**src/rtl/refcmp_pkg.sv**
```systemverilog
package refcmp_pkg;
   // register offsets (byte addresses)
   localparam int unsigned OFS_MODE = 'h00;
   localparam int unsigned OFS_REF  = 'h04;
   localparam int unsigned OFS_CAP  = 'h08;
   localparam int unsigned OFS_CNT  = 'h0C;
   localparam int unsigned OFS_EVT  = 'h11;

   // mode register fields
   localparam int unsigned BIT_EN      = 0;
   localparam int unsigned BIT_SRC_LO  = 1;
   localparam int unsigned BIT_RESTART = 3;
   localparam int unsigned BIT_IE      = 4;
   localparam int unsigned BIT_PRE_LO  = 8;

   // event register fields
   localparam int unsigned EVT_CAP = 0;
   localparam int unsigned EVT_REF = 1;
   localparam int unsigned EVT_W   = 2;

   typedef enum logic [1:0] {
      SRC_OFF0 = 2'd0,
      SRC_SYS  = 2'd1,
      SRC_SLOW = 2'd2,
      SRC_OFF3 = 2'd3
   } src_sel_e;
endpackage

```
**src/rtl/refcmp_prescaler.sv**
```systemverilog
module refcmp_prescaler
   import refcmp_pkg::*;
#(
   parameter int unsigned PRE_W   = 8,
   parameter int unsigned SRC_DIV = 16
) (
   input  logic             clk,
   input  logic             rst_n,
   input  logic             clr,
   input  logic             run,
   input  logic [1:0]       src,
   input  logic [PRE_W-1:0] pre_val,
   output logic             tick
);
   logic             slow;
   logic             src_tick;
   logic [PRE_W-1:0] pre_q;

   generate
      if (SRC_DIV > 1) begin : g_div
         localparam int unsigned DW = $clog2(SRC_DIV);
         logic [DW-1:0] div_q;
         always_ff @(posedge clk or negedge rst_n) begin
            if (!rst_n)            div_q <= '0;
            else if (clr || !run)  div_q <= '0;
            else                   div_q <= div_q + 1'b1;
         end
         assign slow = (div_q == DW'(SRC_DIV - 1));
      end else begin : g_nodiv
         assign slow = 1'b1;
      end
   endgenerate

   always_comb begin
      case (src_sel_e'(src))
         SRC_SYS:  src_tick = 1'b1;
         SRC_SLOW: src_tick = slow;
         default:  src_tick = 1'b0;
      endcase
   end

   assign tick = run && src_tick && (pre_q == pre_val);

   always_ff @(posedge clk or negedge rst_n) begin
      if (!rst_n)               pre_q <= '0;
      else if (clr || !run)     pre_q <= '0;
      else if (src_tick) begin
         if (pre_q == pre_val)  pre_q <= '0;
         else                   pre_q <= pre_q + 1'b1;
      end
   end
endmodule

```
**src/rtl/refcmp_counter.sv**
```systemverilog
module refcmp_counter #(
   parameter int unsigned CNT_W = 16
) (
   input  logic             clk,
   input  logic             rst_n,
   input  logic             clr,
   input  logic             tick,
   input  logic             restart_en,
   input  logic [CNT_W-1:0] ref_val,
   input  logic             ld,
   input  logic [CNT_W-1:0] ld_val,
   output logic [CNT_W-1:0] cnt,
   output logic             hit
);
   logic [CNT_W-1:0] cnt_nxt;

   assign cnt_nxt = (restart_en && (cnt == ref_val)) ? '0 : cnt + 1'b1;
   assign hit     = tick && !ld && !clr && (cnt_nxt == ref_val);

   always_ff @(posedge clk or negedge rst_n) begin
      if (!rst_n)     cnt <= '0;
      else if (ld)    cnt <= ld_val;
      else if (clr)   cnt <= '0;
      else if (tick)  cnt <= cnt_nxt;
   end
endmodule

```
**src/rtl/refcmp_timer.sv**
```systemverilog
module refcmp_timer
   import refcmp_pkg::*;
#(
   parameter int unsigned CNT_W   = 16,
   parameter int unsigned ADDR_W  = 5,
   parameter int unsigned SRC_DIV = 16
) (
   input  logic              clk,
   input  logic              rst_n,
   input  logic              wr_en,
   input  logic [ADDR_W-1:0] addr,
   input  logic [CNT_W-1:0]  wdata,
   output logic [CNT_W-1:0]  rdata,
   output logic              irq
);
   localparam int unsigned PRE_W = CNT_W - BIT_PRE_LO;

   generate
      if (CNT_W < BIT_PRE_LO + 1) begin : g_chk_w
         $error("refcmp_timer: CNT_W must leave room for the prescale field");
      end
      if (ADDR_W < 5) begin : g_chk_a
         $error("refcmp_timer: ADDR_W must reach the event offset");
      end
      if ((SRC_DIV & (SRC_DIV - 1)) != 0) begin : g_chk_d
         $error("refcmp_timer: SRC_DIV must be a power of two");
      end
   endgenerate

   logic [CNT_W-1:0] mode_q, ref_q, cap_q, cnt_q;
   logic [EVT_W-1:0] evt_q, evt_nxt;
   logic             wr_mode, wr_ref, wr_cap, wr_cnt, wr_evt;
   logic             fall, restart, tick, hit;

   assign wr_mode = wr_en && (addr == ADDR_W'(OFS_MODE));
   assign wr_ref  = wr_en && (addr == ADDR_W'(OFS_REF));
   assign wr_cap  = wr_en && (addr == ADDR_W'(OFS_CAP));
   assign wr_cnt  = wr_en && (addr == ADDR_W'(OFS_CNT));
   assign wr_evt  = wr_en && (addr == ADDR_W'(OFS_EVT));
   assign fall    = wr_mode && mode_q[BIT_EN] && !wdata[BIT_EN];
   assign restart = wr_mode || wr_ref;

   always_ff @(posedge clk or negedge rst_n) begin
      if (!rst_n) begin
         mode_q <= '0;
         ref_q  <= '0;
         cap_q  <= '0;
         evt_q  <= '0;
      end else begin
         if (wr_mode)    mode_q <= wdata;
         if (wr_ref)     ref_q  <= wdata;
         else if (fall)  ref_q  <= '0;
         if (wr_cap)     cap_q  <= wdata;
         evt_q <= evt_nxt;
      end
   end

   always_comb begin
      evt_nxt = evt_q;
      if (wr_evt) evt_nxt = evt_q & ~wdata[EVT_W-1:0];
      if (hit)    evt_nxt[EVT_REF] = 1'b1;
   end

   refcmp_prescaler #(.PRE_W(PRE_W), .SRC_DIV(SRC_DIV)) u_pre (
      .clk     (clk),
      .rst_n   (rst_n),
      .clr     (restart),
      .run     (mode_q[BIT_EN]),
      .src     (mode_q[BIT_SRC_LO +: 2]),
      .pre_val (mode_q[CNT_W-1:BIT_PRE_LO]),
      .tick    (tick)
   );

   refcmp_counter #(.CNT_W(CNT_W)) u_cnt (
      .clk        (clk),
      .rst_n      (rst_n),
      .clr        (restart),
      .tick       (tick),
      .restart_en (mode_q[BIT_RESTART]),
      .ref_val    (ref_q),
      .ld         (wr_cnt),
      .ld_val     (wdata),
      .cnt        (cnt_q),
      .hit        (hit)
   );

   always_comb begin
      if      (addr == ADDR_W'(OFS_MODE)) rdata = mode_q;
      else if (addr == ADDR_W'(OFS_REF))  rdata = ref_q;
      else if (addr == ADDR_W'(OFS_CAP))  rdata = cap_q;
      else if (addr == ADDR_W'(OFS_CNT))  rdata = cnt_q;
      else if (addr == ADDR_W'(OFS_EVT))  rdata = {{(CNT_W-EVT_W){1'b0}}, evt_q};
      else                                rdata = '0;
   end

   assign irq = mode_q[BIT_IE] & evt_q[EVT_REF];
endmodule

```
**config.mk**
```make
export PLATFORM = sky130hd
export DESIGN_NAME = refcmp_timer
export DESIGN_NICKNAME = d
export VERILOG_FILES = /design/src/rtl/refcmp_pkg.sv /design/src/rtl/refcmp_prescaler.sv /design/src/rtl/refcmp_counter.sv /design/src/rtl/refcmp_timer.sv
export SDC_FILE = /design/constraint.sdc
export NUM_CORES = 1
export LEC_CHECK = 0
export CAP_MARGIN = 20
export CORE_MARGIN = 3
export CORE_UTILIZATION = 40
export CTS_BUF_LIST = sky130_fd_sc_hd__clkbuf_8
export DETAILED_ROUTE_END_ITERATION = 7
export PLACE_DENSITY = 0.56
export SETUP_SLACK_MARGIN = 0.2
export SLEW_MARGIN = 20
export SYNTH_ARGS = -nofsm -noshare
export SYNTH_HDL_FRONTEND = slang
export SYNTH_SLANG_ARGS = --single-unit
```
**constraint.sdc**
```tcl
create_clock -name clk -period 3.43 [get_ports clk]
set_input_delay 0.686 -clock clk [delete_from_list [all_inputs] [get_ports clk]]
set_output_delay 0.686 -clock clk [all_outputs]
set_load 0.03 [all_outputs]
```
## Yosys cells after proc, flatten, opt, wreduce, memory -nomap -nowiden

Index checks and enable logic that the tools add are counted.

| word-level totals | value |
|---|---|
| output and inout port bits | 17 |
| register bits | 78 |

| operators by class | value |
|---|---|
| mux-type cells | 18 |
| reduce and logical (&&, ||, !) cells | 24 |
| bitwise operators | 3 |
| add/subtract/negate cells | 3 |
| equal/unequal tests | 10 |

Operator list:

| operator | count |
|---|---|
| $mux 16 | 10 |
| $eq 16x16->1 | 2 |
| $mux 8 | 3 |
| $add 16x1->16 const B | 1 |
| $logic_and 1x1->1 | 13 |
| $eq 5x4->1 const B | 2 |
| $add 8x1->8 const B | 1 |
| $eq 8x8->1 | 1 |
| $reduce_bool 2->1 | 3 |
| $eq 5x3->1 const B | 1 |
| $eq 5x5->1 const B | 1 |
| $logic_not 5->1 | 1 |
| $add 4x1->4 const B | 1 |
| $eq 4x4->1 const B | 1 |
| $logic_not 1->1 | 4 |
| $mux 2 | 2 |
| $mux 4 | 1 |
| $reduce_bool 3->1 | 1 |
| $and 2x2->2 | 1 |
| $eq 2x1->1 const B | 1 |
| $eq 2x2->1 const B | 1 |
| $logic_or 1x1->1 | 2 |
| $not 2->2 | 1 |
| $pmux 1 s2 | 1 |
| other kinds (2) | 2 |

## Depth between registers and ports, before layout

| depth | value |
|---|---|
| word-level depth | 8 |
| depth in mapped cells | 9 |
| mapped depth without buffers | 9 |

## Cells and area by module

Synthesis repeated with hierarchy kept, for this count alone.

| second synthesis, totals | value |
|---|---|
| cells, all modules | 478 |
| area total of the unflattened synthesis | 5,008.6 µm² |

By module, submodules not included:

| module | area an instance (µm²) | cells an instance | times used |
|---|---|---|---|
| refcmp_timer | 2,509.9 | 173 | 1 |
| refcmp_counter | 1,729.2 | 226 | 1 |
| refcmp_prescaler | 769.5 | 79 | 1 |

## Worst setup path after synthesis

OpenSTA, ideal clock, no wires.

| path | value |
|---|---|
| path kind | input-to-output |
| from | input addr[3] |
| to | output rdata[8] |
| stages | 4 |
| arrival time | 2.201 ns |
| path slack | 0.543 ns |
| cell sequence | buf_2 > buf_1 > mux4_2 > and2_1 |

| on the way | value |
|---|---|
| longest elaborated chain between the ends | 5 |
| elaborated cells on any way between the ends | 8 |
| classes of those cells | 3 x eq/ne; 4 x mux; 1 x reduce/logical |

RTL lines:

| element | RTL line | source |
|---|---|---|
| start: declaration | refcmp_timer.sv:11 | `input logic [ADDR_W-1:0] addr,` |
| $eq 5x4->1 | refcmp_timer.sv:91 | `else if (addr == ADDR_W'(OFS_CNT)) rdata = cnt_q;` |
| $mux 16 | refcmp_timer.sv:91 |  |
| $mux 16 | refcmp_timer.sv:90 | `else if (addr == ADDR_W'(OFS_CAP)) rdata = cap_q;` |
| $mux 16 | refcmp_timer.sv:89 | `else if (addr == ADDR_W'(OFS_REF)) rdata = ref_q;` |
| $mux 16 (*) | refcmp_timer.sv:88 | `if (addr == ADDR_W'(OFS_MODE)) rdata = mode_q;` |
| end: declaration | refcmp_timer.sv:13 | `output logic [CNT_W-1:0] rdata,` |

Every way passes the cells marked *; elsewhere a longest branch is shown, timed or not.

## Final worst setup path

| path | value |
|---|---|
| from | input addr[2] |
| to | output rdata[0] |

| on the way | value |
|---|---|
| longest elaborated chain between the ends | 6 |
| elaborated cells on any way between the ends | 10 |
| classes of those cells | 4 x eq/ne; 5 x mux; 1 x reduce/logical |

RTL lines:

| element | RTL line | source |
|---|---|---|
| $eq 5x5->1 | refcmp_timer.sv:92 | `else if (addr == ADDR_W'(OFS_EVT)) rdata = {{(CNT_W-EVT_W){1'b0}}, evt_q};` |
| $mux 2 | refcmp_timer.sv:92 |  |
| $mux 16 | refcmp_timer.sv:91 |  |
| $mux 16 | refcmp_timer.sv:90 |  |
| $mux 16 | refcmp_timer.sv:89 |  |
| $mux 16 (*) | refcmp_timer.sv:88 |  |

Marked as above.

==> summary by stage <==
Run status
The run finished with clean final reports.

Global route
The initial antenna violation count is 0. Summed over all layers, the global routing overflow is 0. The largest net degree at the start of global routing is between 70 and 80.

The global-route wire length before repair is approximately 23 mm. The number of global-route vias before repair was between 4,000 and 5,000. The aggregate global-route resource usage is about 22%.

Floorplan
The initial standard-cell utilization of the core is 41.7%. The total die area is around 14,000 µm². The number of I/O pins is between 40 and 50.

The vertical die dimension is approximately 120 µm. The width of the chip is around 120 µm. Row generation in the floorplan step produced 39 rows. The total core area is around 12,000 µm².

Pwr
The switching power is 855 µW. The share of total power consumed by net switching is roughly 30%. VDD sags by at most 0.000260 V.

Per report_power, the combinational group accounts for between 20% and 30% of the total. The clock network accounts for ~33% of the total power. The internal power contribution is slightly below 2000 µW. The share of power burned in registers is between 40 and 50%. The power per unit of standard cell area is 486 nW/µm². The analysis attributes to cell leakage a power of about 0.0024 µW.

Drt
The via count normalized by instance count is between 5 and 6. The detailed router's first-iteration violation count is around 370. The met3 wirelength from detailed routing is 710 µm. After detailed routing, the number of remaining DRC violations is 0.

The first TritonRoute pass finished after 5 iterations. The detailed-routed wire length on met2 is between 6 and 7 mm. The final antenna-violating net count is 0. The post-detailed-route wirelength per cell is roughly 20 µm.

The detailed router used layers up to and including met4. The met1 routed wirelength after detailed routing is ~6.5 mm. The final route contains 4,070 vias. The sum of routed wire length over all layers is between 10 and 15 mm.

Clocking
The clock edge transition at the registers on the reported setup and hold paths is approximately 0.08 ns. In this run, CTS created clock tree buffers numbering 9. The number of buffers inserted by hold repair at cts is 0. The tree built by TritonCTS fans out to between 70 and 80 sinks. The CTS tree is built. The buffer levels on the longest clock path is 2. The H-tree generated during clock tree synthesis spans 3 levels.

The source-to-sink clock delay at the later pin of the worst-skew pair is about 0.38 ns. The root cell of the clock tree is clkbuf_8.

STA
The max-slew headroom at the worst pin is 51.3%. Setup violations remaining at the end of the flow were counted as 0. Setup repair after global routing left no endpoint under its margin. The final hold violation count came to 0. At the pin with the least slew margin, the transition time is between 0.7 and 0.8 ns. The worst path needs 3.11 ns of the cycle, external delays included. Dividing the final minimum period by the clock period gives 90.7%. The total count of max-transition violations in the final report is 0.

Setup slack on the critical path of the routed design comes to 0.318 ns. Final hold analysis gives a worst-case slack of approximately 0.31 ns. Setup total negative slack on the finished layout was measured at 0 ns. The final worst clock skew is roughly 0.011 ns.

The maximum clock frequency is approximately 320 MHz.

Job
Across the run, the number of max-cap violations was 0.

Placed design
Including well taps, the total number of placed cells is about 660. Before CTS, the worst setup slack after placement is around 0.063 ns. In this run the tool buffered the top-level ports with 40 buffer cells. Once detailed placement completed, the half-perimeter wirelength came to slightly above 10 mm. The final weighted congestion in routability-driven placement is slightly above 0.9.

Logic synthesis
The count of yosys warnings during synthesis is 0. The most frequently used cell type in the post-synthesis netlist is dfrtp_1. Yosys mapped a number of flops with a built-in enable equal to 0.

The prevailing post-synth register cell is dfrtp_1. The average footprint of a synthesized cell is around 10 µm². Yosys mapped the design onto 58 distinct sky130hd cell types.

Summing the sequential cell areas from Yosys gives 40.1% of the chip area. After technology mapping, the gate count stands at a little under 500. The cell area that synthesis handed to floorplanning was between 4000 and 5000 µm². The leading area contributor after synthesis is dfrtp_1. The fraction of registers with async set or reset after synthesis is between 90% and 100%.

Synthesis produced a netlist with a net count of roughly 520. After synthesis, the most frequently instantiated cells are 78 x dfrtp_1, 41 x nor2_1, 36 x a21oi_1. After synthesis, the largest area contributor takes up 40.1% of total cell area. Synthesis inferred just under 80 register bits. Yosys attributes the largest share of cell area to dfrtp_1 40%, mux2_2 7.6%, mux4_2 6.5%.

Final layout
The layout net count is between 500 and 600. The utilization of the core after routing is between 40% and 50%. 0 antenna diodes ended up in the layout. In the final layout, the share of cells above drive strength 1 is 19.0%. From synthesis to final layout, the design area changed by 18.6%. The post-route non-filler standard cell count is just under 700.

Critical path
STA classifies the critical path startpoint as a primary input. STA classifies the critical path endpoint as a primary output. The setup path with the least slack is of type in -> out. The largest fanout on the critical path is 24.

Data arrives at the worst endpoint at 2.43 ns. The required time reported for the critical path endpoint is roughly 2.7 ns.

Min path
The class of the tightest hold or removal check is in -> async.
## metal layers
metal  GRT usage [%]  vias to the layer above
met2            34.1                      102
li1                -                     1887
met4            6.19                        0
met3            4.97                       21
met1            31.3                     2060
met5               0                        -
## flip-flops by register name, summed over array words and instances (netlist names)
signal,count
evt_q,2
ref_q,16
u_pre.g_div.div_q,4
u_cnt.cnt,16
mode_q,16
cap_q,16
u_pre.pre_q,8
## timing repair
item                                    CTS  global route
pin swaps                                 1             1
setup buffers                             3             0
gates resized for setup                  13             3
endpoints found under the setup margin   15             3
## cell usage in the layout, fill, tap and decap left out, types with 3 or more instances in the layout
cell type and count:
dfrtp_1 78, nor2b_1 3, ha_1 5, buf_4 19, nor2_1 40, and2_1 16
a22o_1 16, mux2_2 33, nand2b_1 3, and3_1 6, dlygate4sd2_1 13, a221o_1 3
or3_1 4, xnor2_1 23, a21oi_1 34, nor4_1 6, nand4_1 7, xor2_1 14
o21ai_0 24, nand2_1 34, clkdlybuf4s50_1 22, buf_12 3, nor3_1 9, nor3b_1 8
a31oi_1 3, bufinv_16 4, o22a_1 3, clkbuf_8 9, mux4_2 14, nand3_1 12
or4_1 4, a22oi_1 9, inv_1 12
## through the flow
step	power [µW]	area, µm²
after floorplan	1670	4860
after global placement	1880	5460
after detailed placement	1890	5460
final	2800	5770
after global routing	2950	5770
after CTS	2830	5750
## cells by family (layout without fill, tap and decap cells)
group / Yosys count / count (layout) / share of synthesized area [%]
AO/OA/AOI/OAI: 113 / 113 / 15.4
XOR/XNOR: 38 / 38 / 7.00
AND/OR/NAND/NOR: 168 / 168 / 18.4
multiplexers: 48 / 48 / 14.3
flip-flops: 78 / 78 / 40.1
adder cells (fa/ha/maj): 5 / 5 / 1.29
buffers and inverters: 39 / 87 / 3.50
## cell type report
class                           instances  area [µm²]
Fill cell                            1102        5890
Inverter                               12        45.0
Multi-Input combinational cell        372        2760
Sequential cell                        78        1950
Clock inverter                          7         145
Tap cell                              143         179
Clock buffer                            9         124
Timing Repair Buffer                   59         561
## critical path, cell delays in order
cell             delay, ns
clkdlybuf4s50_1       0.51
buf_12                0.19
nor2b_1               0.08
a22oi_1               0.19
nor2_1                0.08
a21oi_2               0.13
nand2_1               0.06
a221o_1               0.31
buf_4                 0.18
## power by group through the flow
stage               clock, µW  sequential [µW]  combinational, µW
global route              988             1280                685
floorplan                   0             1170                499
detailed placement          0             1270                622
CTS                       947             1250                624
finish                    922             1260                621
global placement            0             1270                609
## worst paths after layout
check | from | end | slack, ns | cells after the start
worst max register to register | u_cnt.cnt[2] | evt_q[1] | 0.55 | 7
max in group asynchronous | rst_n | u_cnt.cnt[0] | 2.58 | 1
min in group clk | u_pre.g_div.div_q[0] | u_pre.g_div.div_q[0] | 0.47 | 1
worst min register to register | u_pre.g_div.div_q[0] | u_pre.g_div.div_q[0] | 0.47 | 1
worst max-delay path | addr[2] | rdata[0] | 0.32 | 9
worst min-delay path | rst_n | u_pre.g_div.div_q[3] | 0.31 | 1
Note: power is estimated with default switching activity, not from simulation.
